**config.mk**
```make
export PLATFORM = sky130hd
export DESIGN_NAME = recall_priority_select
export DESIGN_NICKNAME = d
export VERILOG_FILES = /design/src/rtl/rps_pkg.sv /design/src/rtl/rps_seq.sv /design/src/rtl/rps_lane.sv /design/src/rtl/rps_max.sv /design/src/rtl/recall_priority_select.sv
export SDC_FILE = /design/constraint.sdc
export NUM_CORES = 1
export LEC_CHECK = 0
export CAP_MARGIN = 20
export CORE_MARGIN = 4
export CORE_UTILIZATION = 36
export DETAILED_ROUTE_END_ITERATION = 10
export DONT_BUFFER_PORTS = 1
export GPL_TIMING_DRIVEN = 0
export PLACE_DENSITY = 0.57
export SLEW_MARGIN = 20
export SYNTH_ARGS = -nofsm -noshare
export SYNTH_HDL_FRONTEND = slang
export SYNTH_SLANG_ARGS = --single-unit
```
**constraint.sdc**
```tcl
create_clock -name clk -period 5.78 [get_ports clk]
set_input_delay 1.156 -clock clk [delete_from_list [all_inputs] [get_ports clk]]
set_output_delay 1.156 -clock clk [all_outputs]
set_load 0.01 [all_outputs]
```
**src/rtl/rps_pkg.sv**
```systemverilog
package rps_pkg;

  typedef enum logic [1:0] {
    SEQ_IDLE = 2'd0,
    SEQ_ACC  = 2'd1,
    SEQ_CMP  = 2'd2
  } seq_state_e;

  // Width that holds nf unsigned values of ww bits without overflow.
  function automatic int total_width(int ww, int nf);
    return ww + $clog2(nf);
  endfunction

  // Width of a register index, never below one bit.
  function automatic int index_width(int n);
    return (n > 1) ? $clog2(n) : 1;
  endfunction

endpackage

```
**src/rtl/rps_seq.sv**
```systemverilog
module rps_seq
  import rps_pkg::*;
#(
  parameter int NFIELD = 5
) (
  input  logic clk,
  input  logic rst_n,
  input  logic load_i,
  output logic cap_o,
  output logic step_o,
  output logic cmp_o
);

  localparam int CW = (NFIELD > 2) ? $clog2(NFIELD - 1) : 1;
  localparam logic [CW-1:0] LAST_STEP = CW'(NFIELD - 2);

  seq_state_e state_q;
  logic [CW-1:0] step_cnt_q;

  assign cap_o  = (state_q == SEQ_IDLE) && load_i;
  assign step_o = (state_q == SEQ_ACC);
  assign cmp_o  = (state_q == SEQ_CMP);

  always_ff @(posedge clk) begin
    if (!rst_n) begin
      state_q    <= SEQ_IDLE;
      step_cnt_q <= '0;
    end else begin
      unique case (state_q)
        SEQ_IDLE: begin
          if (load_i) begin
            state_q    <= SEQ_ACC;
            step_cnt_q <= '0;
          end
        end
        SEQ_ACC: begin
          if (step_cnt_q == LAST_STEP) begin
            state_q <= SEQ_CMP;
          end
          step_cnt_q <= step_cnt_q + 1'b1;
        end
        SEQ_CMP: state_q <= SEQ_IDLE;
        default: state_q <= SEQ_IDLE;
      endcase
    end
  end

  // an accepted load puts the sequencer in the busy state, so no second capture can follow at once
  a_r1_no_back_to_back_capture: assert property (@(posedge clk) disable iff (!rst_n)
    cap_o |=> !cap_o);

  // the compare slot comes right after the last accumulate step
  a_r3_cmp_after_step: assert property (@(posedge clk) disable iff (!rst_n)
    cmp_o |-> $past(step_o));

  // the three phases never overlap
  a_r3_phases_exclusive: assert property (@(posedge clk) disable iff (!rst_n)
    $onehot0({cap_o, step_o, cmp_o}));

endmodule

```
**src/rtl/rps_lane.sv**
```systemverilog
module rps_lane #(
  parameter int NFIELD = 5,
  parameter int NW     = 4,
  parameter int IMG_W  = 16,
  parameter int SW     = 7
) (
  input  logic                 clk,
  input  logic                 rst_n,
  input  logic                 cap_i,
  input  logic                 step_i,
  input  logic                 valid_i,
  input  logic [IMG_W-1:0]     img_i,
  input  logic [NFIELD*NW-1:0] wt_i,
  output logic                 valid_o,
  output logic [IMG_W-1:0]     img_o,
  output logic [SW-1:0]        sum_o
);

  localparam int NPEND = NFIELD - 1;

  // Running sum absorbs one zero-extended weight.
  function automatic logic [SW-1:0] absorb(logic [SW-1:0] acc, logic [NW-1:0] w);
    return acc + SW'(w);
  endfunction

  logic [SW-1:0]    acc_q;
  logic [NW-1:0]    pend_q [NPEND];
  logic             valid_q;
  logic [IMG_W-1:0] img_q;

  always_ff @(posedge clk) begin
    if (!rst_n) begin
      acc_q   <= '0;
      valid_q <= 1'b0;
      img_q   <= '0;
    end else if (cap_i) begin
      acc_q   <= SW'(wt_i[NW-1:0]);
      valid_q <= valid_i;
      img_q   <= img_i;
    end else if (step_i) begin
      acc_q <= absorb(acc_q, pend_q[0]);
    end
  end

  // Pending weights, head entry is the next one to absorb.
  for (genvar j = 0; j < NPEND; j++) begin : g_pend
    if (j == NPEND - 1) begin : g_tail
      always_ff @(posedge clk) begin
        if (!rst_n)      pend_q[j] <= '0;
        else if (cap_i)  pend_q[j] <= wt_i[(j+1)*NW +: NW];
        else if (step_i) pend_q[j] <= '0;
      end
    end else begin : g_mid
      always_ff @(posedge clk) begin
        if (!rst_n)      pend_q[j] <= '0;
        else if (cap_i)  pend_q[j] <= wt_i[(j+1)*NW +: NW];
        else if (step_i) pend_q[j] <= pend_q[j+1];
      end
    end
  end

  assign valid_o = valid_q;
  assign img_o   = img_q;
  assign sum_o   = acc_q;

  // adding the head weight never carries out of the total width
  a_r2_no_overflow: assert property (@(posedge clk) disable iff (!rst_n)
    step_i |-> ((({1'b0, acc_q} + {1'b0, SW'(pend_q[0])}) >> SW) == '0));

  // the total only grows while stepping
  a_r2_monotonic: assert property (@(posedge clk) disable iff (!rst_n)
    step_i |=> (acc_q >= $past(acc_q)));

  // captured state is frozen outside load and step
  a_r9_lane_hold: assert property (@(posedge clk) disable iff (!rst_n)
    (!cap_i && !step_i) |=> ($stable(acc_q) && $stable(img_q) && $stable(valid_q)));

endmodule

```
**src/rtl/rps_max.sv**
```systemverilog
module rps_max
  import rps_pkg::*;
#(
  parameter int NREG = 4,
  parameter int SW   = 7
) (
  input  logic [NREG-1:0]    valid_i,
  input  logic [NREG*SW-1:0] sums_i,
  output logic               found_o,
  output logic [index_width(NREG)-1:0] idx_o,
  output logic [SW-1:0]      sum_o
);

  localparam int IW = index_width(NREG);

  // A later lane replaces the current best only on a strictly larger total.
  function automatic logic takes_over(logic have, logic [SW-1:0] best, logic [SW-1:0] cand);
    return !have || (cand > best);
  endfunction

  always_comb begin
    found_o = 1'b0;
    idx_o   = '0;
    sum_o   = '0;
    for (int r = 0; r < NREG; r++) begin
      if (valid_i[r] && takes_over(found_o, sum_o, sums_i[r*SW +: SW])) begin
        found_o = 1'b1;
        idx_o   = IW'(r);
        sum_o   = sums_i[r*SW +: SW];
      end
    end
  end

endmodule

```
**src/rtl/recall_priority_select.sv**
```systemverilog
module recall_priority_select
  import rps_pkg::*;
#(
  parameter int NREG   = 4,
  parameter int NFIELD = 5,
  parameter int NW     = 4,
  parameter int IMG_W  = 16
) (
  input  logic                                clk,
  input  logic                                rst_n,
  input  logic                                load_i,
  input  logic [NREG-1:0]                     valid_i,
  input  logic [NREG*IMG_W-1:0]               img_i,
  input  logic [NREG*NFIELD*NW-1:0]           wt_i,
  output logic                                done_o,
  output logic                                none_o,
  output logic [index_width(NREG)-1:0]        win_idx_o,
  output logic [IMG_W-1:0]                    win_img_o,
  output logic [total_width(NW, NFIELD)-1:0]  win_sum_o
);

  localparam int SW  = total_width(NW, NFIELD);
  localparam int IW  = index_width(NREG);
  localparam int LW  = $clog2(NFIELD + 2) + 1;
  localparam logic [LW-1:0] LAT_DONE = LW'(NFIELD + 1);

  // Internal events, named for the checks below.
  logic cap_ev, step_ev, cmp_ev;

  logic [NREG-1:0]       lane_valid;
  logic [NREG*SW-1:0]    lane_sums;
  logic [IMG_W-1:0]      lane_img [NREG];

  logic                  sel_found;
  logic [IW-1:0]         sel_idx;
  logic [SW-1:0]         sel_sum;
  logic [IMG_W-1:0]      sel_img;

  rps_seq #(.NFIELD(NFIELD)) u_seq (
    .clk    (clk),
    .rst_n  (rst_n),
    .load_i (load_i),
    .cap_o  (cap_ev),
    .step_o (step_ev),
    .cmp_o  (cmp_ev)
  );

  for (genvar r = 0; r < NREG; r++) begin : g_lane
    rps_lane #(.NFIELD(NFIELD), .NW(NW), .IMG_W(IMG_W), .SW(SW)) u_lane (
      .clk     (clk),
      .rst_n   (rst_n),
      .cap_i   (cap_ev),
      .step_i  (step_ev),
      .valid_i (valid_i[r]),
      .img_i   (img_i[r*IMG_W +: IMG_W]),
      .wt_i    (wt_i[r*NFIELD*NW +: NFIELD*NW]),
      .valid_o (lane_valid[r]),
      .img_o   (lane_img[r]),
      .sum_o   (lane_sums[r*SW +: SW])
    );
  end

  rps_max #(.NREG(NREG), .SW(SW)) u_max (
    .valid_i (lane_valid),
    .sums_i  (lane_sums),
    .found_o (sel_found),
    .idx_o   (sel_idx),
    .sum_o   (sel_sum)
  );

  // Route the winning lane's image.
  always_comb begin
    sel_img = '0;
    for (int r = 0; r < NREG; r++) begin
      if (sel_found && (sel_idx == IW'(r))) sel_img = lane_img[r];
    end
  end

  always_ff @(posedge clk) begin
    if (!rst_n) begin
      done_o    <= 1'b0;
      none_o    <= 1'b0;
      win_idx_o <= '0;
      win_img_o <= '0;
      win_sum_o <= '0;
    end else begin
      done_o <= cmp_ev;
      if (cmp_ev) begin
        none_o    <= !sel_found;
        win_idx_o <= sel_idx;
        win_img_o <= sel_img;
        win_sum_o <= sel_sum;
      end
    end
  end

  // Cycles since the last accepted load, for the latency check.
  logic [LW-1:0] since_cap_q;
  always_ff @(posedge clk) begin
    if (!rst_n)                         since_cap_q <= '0;
    else if (cap_ev)                    since_cap_q <= LW'(1);
    else if (since_cap_q != '0 && since_cap_q != '1) since_cap_q <= since_cap_q + 1'b1;
  end

  // Any valid lane whose total beats the reported one.
  logic beaten;
  logic winner_valid;
  always_comb begin
    beaten       = 1'b0;
    winner_valid = 1'b0;
    for (int r = 0; r < NREG; r++) begin
      if (lane_valid[r] && (lane_sums[r*SW +: SW] > win_sum_o)) beaten = 1'b1;
      if ((win_idx_o == IW'(r)) && lane_valid[r]) winner_valid = 1'b1;
    end
  end

  // done arrives NFIELD edges after the capturing edge
  a_r3_latency: assert property (@(posedge clk) disable iff (!rst_n)
    done_o |-> (since_cap_q == LAT_DONE));

  // a single-cycle done
  a_r4_done_one_cycle: assert property (@(posedge clk) disable iff (!rst_n)
    done_o |=> !done_o);

  // no valid lane exceeds the reported total
  a_r5_winner_is_max: assert property (@(posedge clk) disable iff (!rst_n)
    (done_o && !none_o) |-> !beaten);

  // the reported lane was flagged valid at load
  a_r7_winner_valid: assert property (@(posedge clk) disable iff (!rst_n)
    (done_o && !none_o) |-> winner_valid);

  // an empty batch reports zeros
  a_r8_none_zero: assert property (@(posedge clk) disable iff (!rst_n)
    (done_o && none_o) |-> (win_idx_o == '0 && win_sum_o == '0 && win_img_o == '0 && lane_valid == '0));

  // results hold between done pulses
  a_r9_result_hold: assert property (@(posedge clk) disable iff (!rst_n)
    !cmp_ev |=> ($stable(win_sum_o) && $stable(win_idx_o) && $stable(win_img_o) && $stable(none_o)));

endmodule

```
==> metrics.log, run 1 <==
INFO  metric via_count = 6,996
INFO  metric share_clk_of_total_power = 37.2%
INFO  metric fmax = 182 MHz
INFO  metric clkLatencyLatePin = 430 ps
INFO  metric worstPathArrival = 5870 ps
INFO  metric place.detailed.hpwl = 21.0 mm
INFO  metric synth_commonest_cells = sky130_fd_sc_hd__nand2_1, sky130_fd_sc_hd__dfxtp_1, sky130_fd_sc_hd__a21boi_0, sky130_fd_sc_hd__edfxtp_1, sky130_fd_sc_hd__clkbuf_1
INFO  metric critPathMaxFanout = 10
INFO  metric site_row_count = 58
INFO  metric cp.buffers_inverters = 7
INFO  metric dr.first_iter.drc_count = 400
INFO  metric layout-drive-gt1-share = 7.66%
INFO  metric route.detailed.wl_per_inst = 20.7 um
INFO  metric cts_hold_repair.buffers = 0
INFO  metric route.antenna.remaining_nets = 0
INFO  metric syn_area_per_cell = 9.77 sq um
INFO  metric final.fill_count = 2,524
INFO  metric design.portCount = 178
INFO  metric post-route-min-period = 5500 ps
INFO  metric yosysTopAreaCellShare = 27.8%
INFO  metric clock_tree.root_cell = sky130_fd_sc_hd__clkbuf_16
INFO  metric ys_seq_elements = 191
INFO  metric setup.worst_path.start_class = flip-flop
INFO  metric synth_most_common_cell = sky130_fd_sc_hd__nand2_1
INFO  metric post_synth_inst_count = 937
INFO  metric p_sw_share = 29.0%
INFO  metric design_power_total = 3.25 mW
INFO  metric critPathCaptureType = flip-flop
INFO  metric design.final.nets = 1,159
INFO  metric ys.flop_type = sky130_fd_sc_hd__dfxtp_1
INFO  metric path_clk_slew = 80 ps
INFO  metric synth_cell_types = 48
INFO  metric dp_slack = -487 ps
INFO  metric slew-limit-headroom = 37.5%
INFO  metric clock-skew-final = 13.9 ps
INFO  metric synth_area_leaders = sky130_fd_sc_hd__dfxtp_1, sky130_fd_sc_hd__edfxtp_1, sky130_fd_sc_hd__nand2_1
INFO  metric run_status = completed
INFO  metric power_density = 314 nW/um^2
INFO  metric cts_buffers = 17
INFO  metric remaining_drc_errors = 0
INFO  metric fin_ws = 275 ps
INFO  metric power_frac_comb = 14.6%
INFO  metric cap_violations = 0
INFO  metric finalWeightedCongestion = 0.862
INFO  metric syn_nets = 1,130
INFO  metric maximum_number_of_pins_on_one_net_before_global_route_repair = 49
INFO  metric avgViaCountPerCell = 5.34
INFO  metric critical_path_max_stage_delay = 410 ps
INFO  metric final-hold-violation-count = 0
INFO  metric dr.pass1.iters = 5
INFO  metric maxSlewViolCount = 0
INFO  metric net-switching-power = 940 uW
INFO  metric grt_total_ovfl = 0
INFO  metric synth_enable_flop_cells = 64
INFO  metric wirelength_met1 = 11.7 mm
INFO  metric cts_htree_levels = 4
INFO  metric sequentialPowerShare = 48.3%
INFO  metric die_x = 167 um
INFO  metric cts-root-to-sink-buffers = 2
INFO  metric synth.yosys.seq_area_share = 48.8%
INFO  metric yosysWarnings = 0
INFO  metric power.static_leakage = 3.97 nW
INFO  metric wl_met3 = 2.18 mm
INFO  metric route.final.wire_length = 27.2 mm
INFO  metric timing.hold.worst.class = reg2reg
INFO  metric mappedNetlistArea = 9150 sq um
INFO  metric syn_to_final_growth = 13.0%
INFO  metric totalNegativeSetupSlack = 0 ps
INFO  metric fp.dieH = 167 um
INFO  metric route.top_layer_used = met4
INFO  metric post-synth-top-area-cell = sky130_fd_sc_hd__dfxtp_1
INFO  metric critPathRequiredTime = 6140 ps
INFO  metric grt_pass1_vias = 6,971
INFO  metric clock_tree_from_tritoncts = built
INFO  metric cell_internal_pwr = 2.31 mW
INFO  metric ir_drop = 0.000219 V
INFO  metric floorplan.core_area = 25,100 sq um
INFO  metric groute.usage.overall = 19.1%
INFO  metric period_share = 95.2%
INFO  metric worstSetupPathType = reg2reg
INFO  metric final-setup-viol-count = 0
INFO  metric cts.sinks = 191
INFO  metric grt_pass1_wl = 41.0 mm
INFO  metric floorplan.initialDensity = 36.5%
INFO  metric slowest_stage = sky130_fd_sc_hd__or3_1
INFO  metric routed-wl-met2 = 12.5 mm
INFO  metric placement.io_buffers = 0
INFO  metric antenna_violations_before_repair = 2
INFO  metric timing_worst_slew_pin_value = 937 ps
INFO  metric worst_path_dominant_cell_family = compound AO/OA/AOI/OAI gates
INFO  metric async_reset_ff_share = 0%
INFO  metric final_core_util = 41.2%
INFO  metric design.die.area = 28,000 sq um
sequential cells by signal, indices dropped and copies added (netlist names):
register / count
done_o: 1
g_lane.u_lane.img_o: 64
g_lane.u_lane.pend_q: 64
g_lane.u_lane.sum_o: 28
g_lane.u_lane.valid_o: 4
none_o: 1
u_seq.state_q: 2
u_seq.step_cnt_q: 2
win_idx_o: 2
win_img_o: 16
win_sum_o: 7
per-layer routing:
layer / GRT usage, % / up-vias
met5: 0 / -
met4: 6.99 / 0
met3: 6.96 / 44
met2: 30.6 / 206
met1: 23.9 / 3331
li1: - / 3415
cell families (layout without fill, tap and decap cells):
kind of cell / after synthesis / after routing / synth area share (%)
muxes: 22 / 22 / 2.98
DFF: 191 / 191 / 48.8
adders and majority gates: 42 / 42 / 6.07
and+or+nand+nor: 324 / 324 / 15.6
other: 0 / 2 / 0
AOI/OAI and AO/OA: 236 / 236 / 20.2
buffers and inverters: 106 / 148 / 4.80
xor gates and xnor gates: 16 / 16 / 1.53
final cells by class:
type | count | area (sq um) | share of cell area, %
antenna | 2 | 5.00 | 0.0484
buffer | 69 | 319 | 3.08
clock inverter | 15 | 178 | 1.72
sequential | 191 | 4470 | 43.2
multi-input combinational | 640 | 4320 | 41.8
inverter | 37 | 139 | 1.34
tap | 330 | 413 | 3.99
clock buffer | 17 | 425 | 4.11
timing repair buffer | 10 | 75.1 | 0.726
through the flow:
stage / hold WS [ps] / cells / area, sq um
after floorplan: 443 / 937 / 9150
after global placement: 451 / 1267 / 9570
after detailed placement: 457 / 1267 / 9590
after CTS: 468 / 1303 / 10200
after global routing: 490 / 1311 / 10300
final: 464 / 1311 / 10300
worst paths after layout:
path                                                  from                    endpoint  cells past startpoint  slack [ps]
worst max-delay path              g_lane[0].u_lane.valid_o               win_img_o[13]                     25         280
worst min-delay path            g_lane[3].u_lane.img_o[10]  g_lane[3].u_lane.img_o[10]                      2         460
worst max register to register    g_lane[0].u_lane.valid_o               win_img_o[13]                     25         280
worst min register to register  g_lane[3].u_lane.img_o[10]  g_lane[3].u_lane.img_o[10]                      2         460
timing repair:
item / in CTS / in global routing
endpoints found under the setup margin: 24 / 25
pin swaps: 2 / 1
setup buffers: 4 / 6
gates resized for setup: 5 / 13
worst register-to-register path: stages (launching register included):
cell	delay, ps
sky130_fd_sc_hd__dfxtp_4	390
sky130_fd_sc_hd__buf_6	160
sky130_fd_sc_hd__nand2_1	120
sky130_fd_sc_hd__ha_1	330
sky130_fd_sc_hd__a21oi_1	70
sky130_fd_sc_hd__o2111ai_1	190
sky130_fd_sc_hd__o221a_2	230
sky130_fd_sc_hd__buf_6	130
sky130_fd_sc_hd__buf_12	190
sky130_fd_sc_hd__mux2i_4	270
sky130_fd_sc_hd__inv_1	60
sky130_fd_sc_hd__ha_1	320
sky130_fd_sc_hd__a21oi_1	140
sky130_fd_sc_hd__a21oi_1	110
sky130_fd_sc_hd__o41ai_4	400
sky130_fd_sc_hd__buf_6	210
sky130_fd_sc_hd__mux2_2	340
sky130_fd_sc_hd__ha_1	280
sky130_fd_sc_hd__nand3_1	70
sky130_fd_sc_hd__o31a_1	350
sky130_fd_sc_hd__o41ai_4	70
sky130_fd_sc_hd__buf_4	190
sky130_fd_sc_hd__nand2_2	110
sky130_fd_sc_hd__buf_6	170
sky130_fd_sc_hd__or3_1	410
sky130_fd_sc_hd__a21oi_1	130
power groups by stage:
stage	logic [mW]	clock network, mW	registers (mW)
after floorplan	0.339	0	1.57
after global placement	0.445	0	1.60
after detailed placement	0.457	0	1.60
after CTS	0.465	1.23	1.57
after global routing	0.532	1.29	1.58
final	0.473	1.21	1.57
cell usage in the layout, fill, tap and decap left out, types with 6 or more instances in the layout:
cell type | Yosys | routed
sky130_fd_sc_hd__a21boi_0 | 73 | 73
sky130_fd_sc_hd__a21oi_1 | 25 | 23
sky130_fd_sc_hd__a221oi_1 | 12 | 12
sky130_fd_sc_hd__a22o_1 | 48 | 48
sky130_fd_sc_hd__a311oi_1 | 8 | 8
sky130_fd_sc_hd__and3_1 | 18 | 18
sky130_fd_sc_hd__buf_4 | 2 | 12
sky130_fd_sc_hd__clkbuf_1 | 56 | 55
sky130_fd_sc_hd__clkbuf_16 | 0 | 17
sky130_fd_sc_hd__dfxtp_1 | 127 | 126
sky130_fd_sc_hd__edfxtp_1 | 64 | 64
sky130_fd_sc_hd__ha_1 | 38 | 37
sky130_fd_sc_hd__inv_1 | 37 | 37
sky130_fd_sc_hd__mux2i_1 | 16 | 15
sky130_fd_sc_hd__nand2_1 | 168 | 168
sky130_fd_sc_hd__nand3_1 | 26 | 25
sky130_fd_sc_hd__nand4_1 | 6 | 6
sky130_fd_sc_hd__nor2_1 | 53 | 52
sky130_fd_sc_hd__nor2b_1 | 16 | 16
sky130_fd_sc_hd__nor3_1 | 15 | 15
sky130_fd_sc_hd__o211a_1 | 9 | 9
sky130_fd_sc_hd__o21ai_0 | 19 | 18
sky130_fd_sc_hd__o41ai_1 | 14 | 13
sky130_fd_sc_hd__or3_1 | 8 | 8
sky130_fd_sc_hd__xnor2_1 | 9 | 9
sky130_fd_sc_hd__xor2_1 | 7 | 7
(Power assumes the default switching activity.)
==> run 2: changes to the inputs <==
Settings changed: CORE_MARGIN 4 to 2, SLEW_MARGIN 20 to unset.
==> metrics.log, run 2 (synthesis gave the netlist of run 1 again) <==
INFO  metric setup.worst_path.start_class = flip-flop
INFO  metric clock-skew-final = 11.7 ps
INFO  metric path_clk_slew = 70 ps
INFO  metric slowest_stage = sky130_fd_sc_hd__o41ai_4
INFO  metric worstSetupPathType = reg2reg
INFO  metric floorplan.initialDensity = 36.5%
INFO  metric power.static_leakage = 4.01 nW
INFO  metric critPathRequiredTime = 6140 ps
INFO  metric cell_internal_pwr = 2.35 mW
INFO  metric maximum_number_of_pins_on_one_net_before_global_route_repair = 26
INFO  metric finalWeightedCongestion = 0.844
INFO  metric run_status = completed
INFO  metric maxSlewViolCount = 0
INFO  metric die_x = 163 um
INFO  metric remaining_drc_errors = 0
INFO  metric design.final.nets = 1,165
INFO  metric clock_tree.root_cell = sky130_fd_sc_hd__clkbuf_16
INFO  metric most_used_cells_in_the_layout_excluding_fill_and_tap_cells = sky130_fd_sc_hd__nand2_1, sky130_fd_sc_hd__dfxtp_1, sky130_fd_sc_hd__a21boi_0
INFO  metric cpMostUsedCell = sky130_fd_sc_hd__buf_6
INFO  metric p_sw_share = 28.3%
INFO  metric antenna_violations_before_repair = 2
INFO  metric post-route-min-period = 5510 ps
INFO  metric power_frac_comb = 14.6%
INFO  metric critPathCaptureType = flip-flop
INFO  metric design.portCount = 178
INFO  metric placement.io_buffers = 0
INFO  metric cts.sinks = 191
INFO  metric worstPathArrival = 5870 ps
INFO  metric critPathMaxFanout = 10
INFO  metric grt_pass1_vias = 6,819
INFO  metric site_row_count = 58
INFO  metric power_density = 315 nW/um^2
INFO  metric place.detailed.hpwl = 20.8 mm
INFO  metric layout.cells.most_common = sky130_fd_sc_hd__nand2_1
INFO  metric clkLatencyLatePin = 440 ps
INFO  metric grt_total_ovfl = 0
INFO  metric final.fill_count = 2,513
INFO  metric final-hold-violation-count = 0
INFO  metric via_count = 7,058
INFO  metric fp.dieH = 163 um
INFO  metric net-switching-power = 929 uW
INFO  metric route.final.wire_length = 26.9 mm
INFO  metric ir_drop = 0.000211 V
INFO  metric route.antenna.remaining_nets = 0
INFO  metric hold-worst-slack = 465 ps
INFO  metric layout-drive-gt1-share = 8.12%
INFO  metric route.detailed.wl_per_inst = 20.5 um
INFO  metric sequentialPowerShare = 47.8%
INFO  metric cts-root-to-sink-buffers = 2
INFO  metric totalNegativeSetupSlack = 0 ps
INFO  metric design.die.area = 26,700 sq um
INFO  metric cts_buffers = 17
INFO  metric fmax = 182 MHz
INFO  metric timing.hold.worst.class = reg2reg
INFO  metric grt_pass1_wl = 40.6 mm
INFO  metric slew-limit-headroom = 42.7%
INFO  metric period_share = 95.3%
INFO  metric floorplan.core_area = 25,100 sq um
INFO  metric dr.first_iter.drc_count = 480
INFO  metric avgViaCountPerCell = 5.36
INFO  metric timing_worst_slew_pin_value = 859 ps
INFO  metric dr.pass1.iters = 5
INFO  metric cap_violations = 0
INFO  metric critical_path_max_stage_delay = 460 ps
INFO  metric clock_tree_from_tritoncts = built
INFO  metric syn_to_final_growth = 13.6%
INFO  metric cts_htree_levels = 4
INFO  metric share_clk_of_total_power = 37.6%
INFO  metric groute.usage.overall = 20.4%
INFO  metric final-setup-viol-count = 0
run 2: power by group through the flow:
stage | clock, mW | sequential, mW | combinational [mW]
after floorplan | 0 | 1.57 | 0.339
after global placement | 0 | 1.60 | 0.447
after detailed placement | 0 | 1.60 | 0.461
after CTS | 1.25 | 1.57 | 0.467
after global routing | 1.31 | 1.58 | 0.540
final | 1.23 | 1.57 | 0.478
run 2: path summary, 6_finish.rpt:
path	startpoint	to	slack, ps	cells after the start
min	g_lane[2].u_lane.img_o[0]	g_lane[2].u_lane.img_o[0]	470	2
max	g_lane[0].u_lane.valid_o	win_img_o[13]	270	25
max reg2reg	g_lane[0].u_lane.valid_o	win_img_o[13]	270	25
min reg2reg	g_lane[2].u_lane.img_o[0]	g_lane[2].u_lane.img_o[0]	470	2
run 2: cell type report:
| type | instances | area [sq um] | share of cell area (%) |
|---|---|---|---|
| multi-input cells | 640 | 4300 | 41.3 |
| well taps | 330 | 413 | 3.97 |
| diodes | 1 | 2.50 | 0.0241 |
| plain buffers | 69 | 319 | 3.07 |
| flip-flops and latches | 191 | 4470 | 43.0 |
| repair buffers | 16 | 150 | 1.44 |
| clock buffers | 17 | 425 | 4.09 |
| inverters | 37 | 139 | 1.34 |
| clock inverters | 15 | 188 | 1.80 |
run 2: what timing repair did:
| action | 4_1_cts | 5_1_grt |
|---|---|---|
| hold buffers | 0 | 0 |
| buffers inserted | 4 | 10 |
| endpoints found under the setup margin | 25 | 24 |
| pin swaps | 2 | 3 |
| hold endpoints to repair | 0 | 0 |
| cloned | 0 | 0 |
| gates resized for setup | 5 | 12 |
run 2: through the flow:
step | cells | worst slack (ps) | total power [mW] | area [sq um] | util [%]
after global routing | 1316 | -15.1 | 3.43 | 10400 | 41.4
after floorplan | 937 | 568 | 1.91 | 9150 | -
after CTS | 1305 | 98.0 | 3.29 | 10300 | 40.9
after global placement | 1267 | -521 | 2.04 | 9570 | 38.1
final | 1316 | 272 | 3.28 | 10400 | 41.4
after detailed placement | 1269 | -510 | 2.06 | 9600 | 38.3
run 2: critical path, delay by kind of cell (launching register included):
family                     cells  cell delay, ps
buffers and inverters          7             980
adders and majority gates      3             890
muxes                          2             420
DFF                            1             400
AOI/OAI and AO/OA              7            1740
and+or+nand+nor                6             980
run 2: metal layers:
layer	up-vias	share of wire [%]	global-route usage (%)
li1	3428	-	-
met2	242	47	33.0
met3	38	8.1	6.50
met4	2	3.0	6.62
met5	-	0.059	0
met1	3348	42	26.0
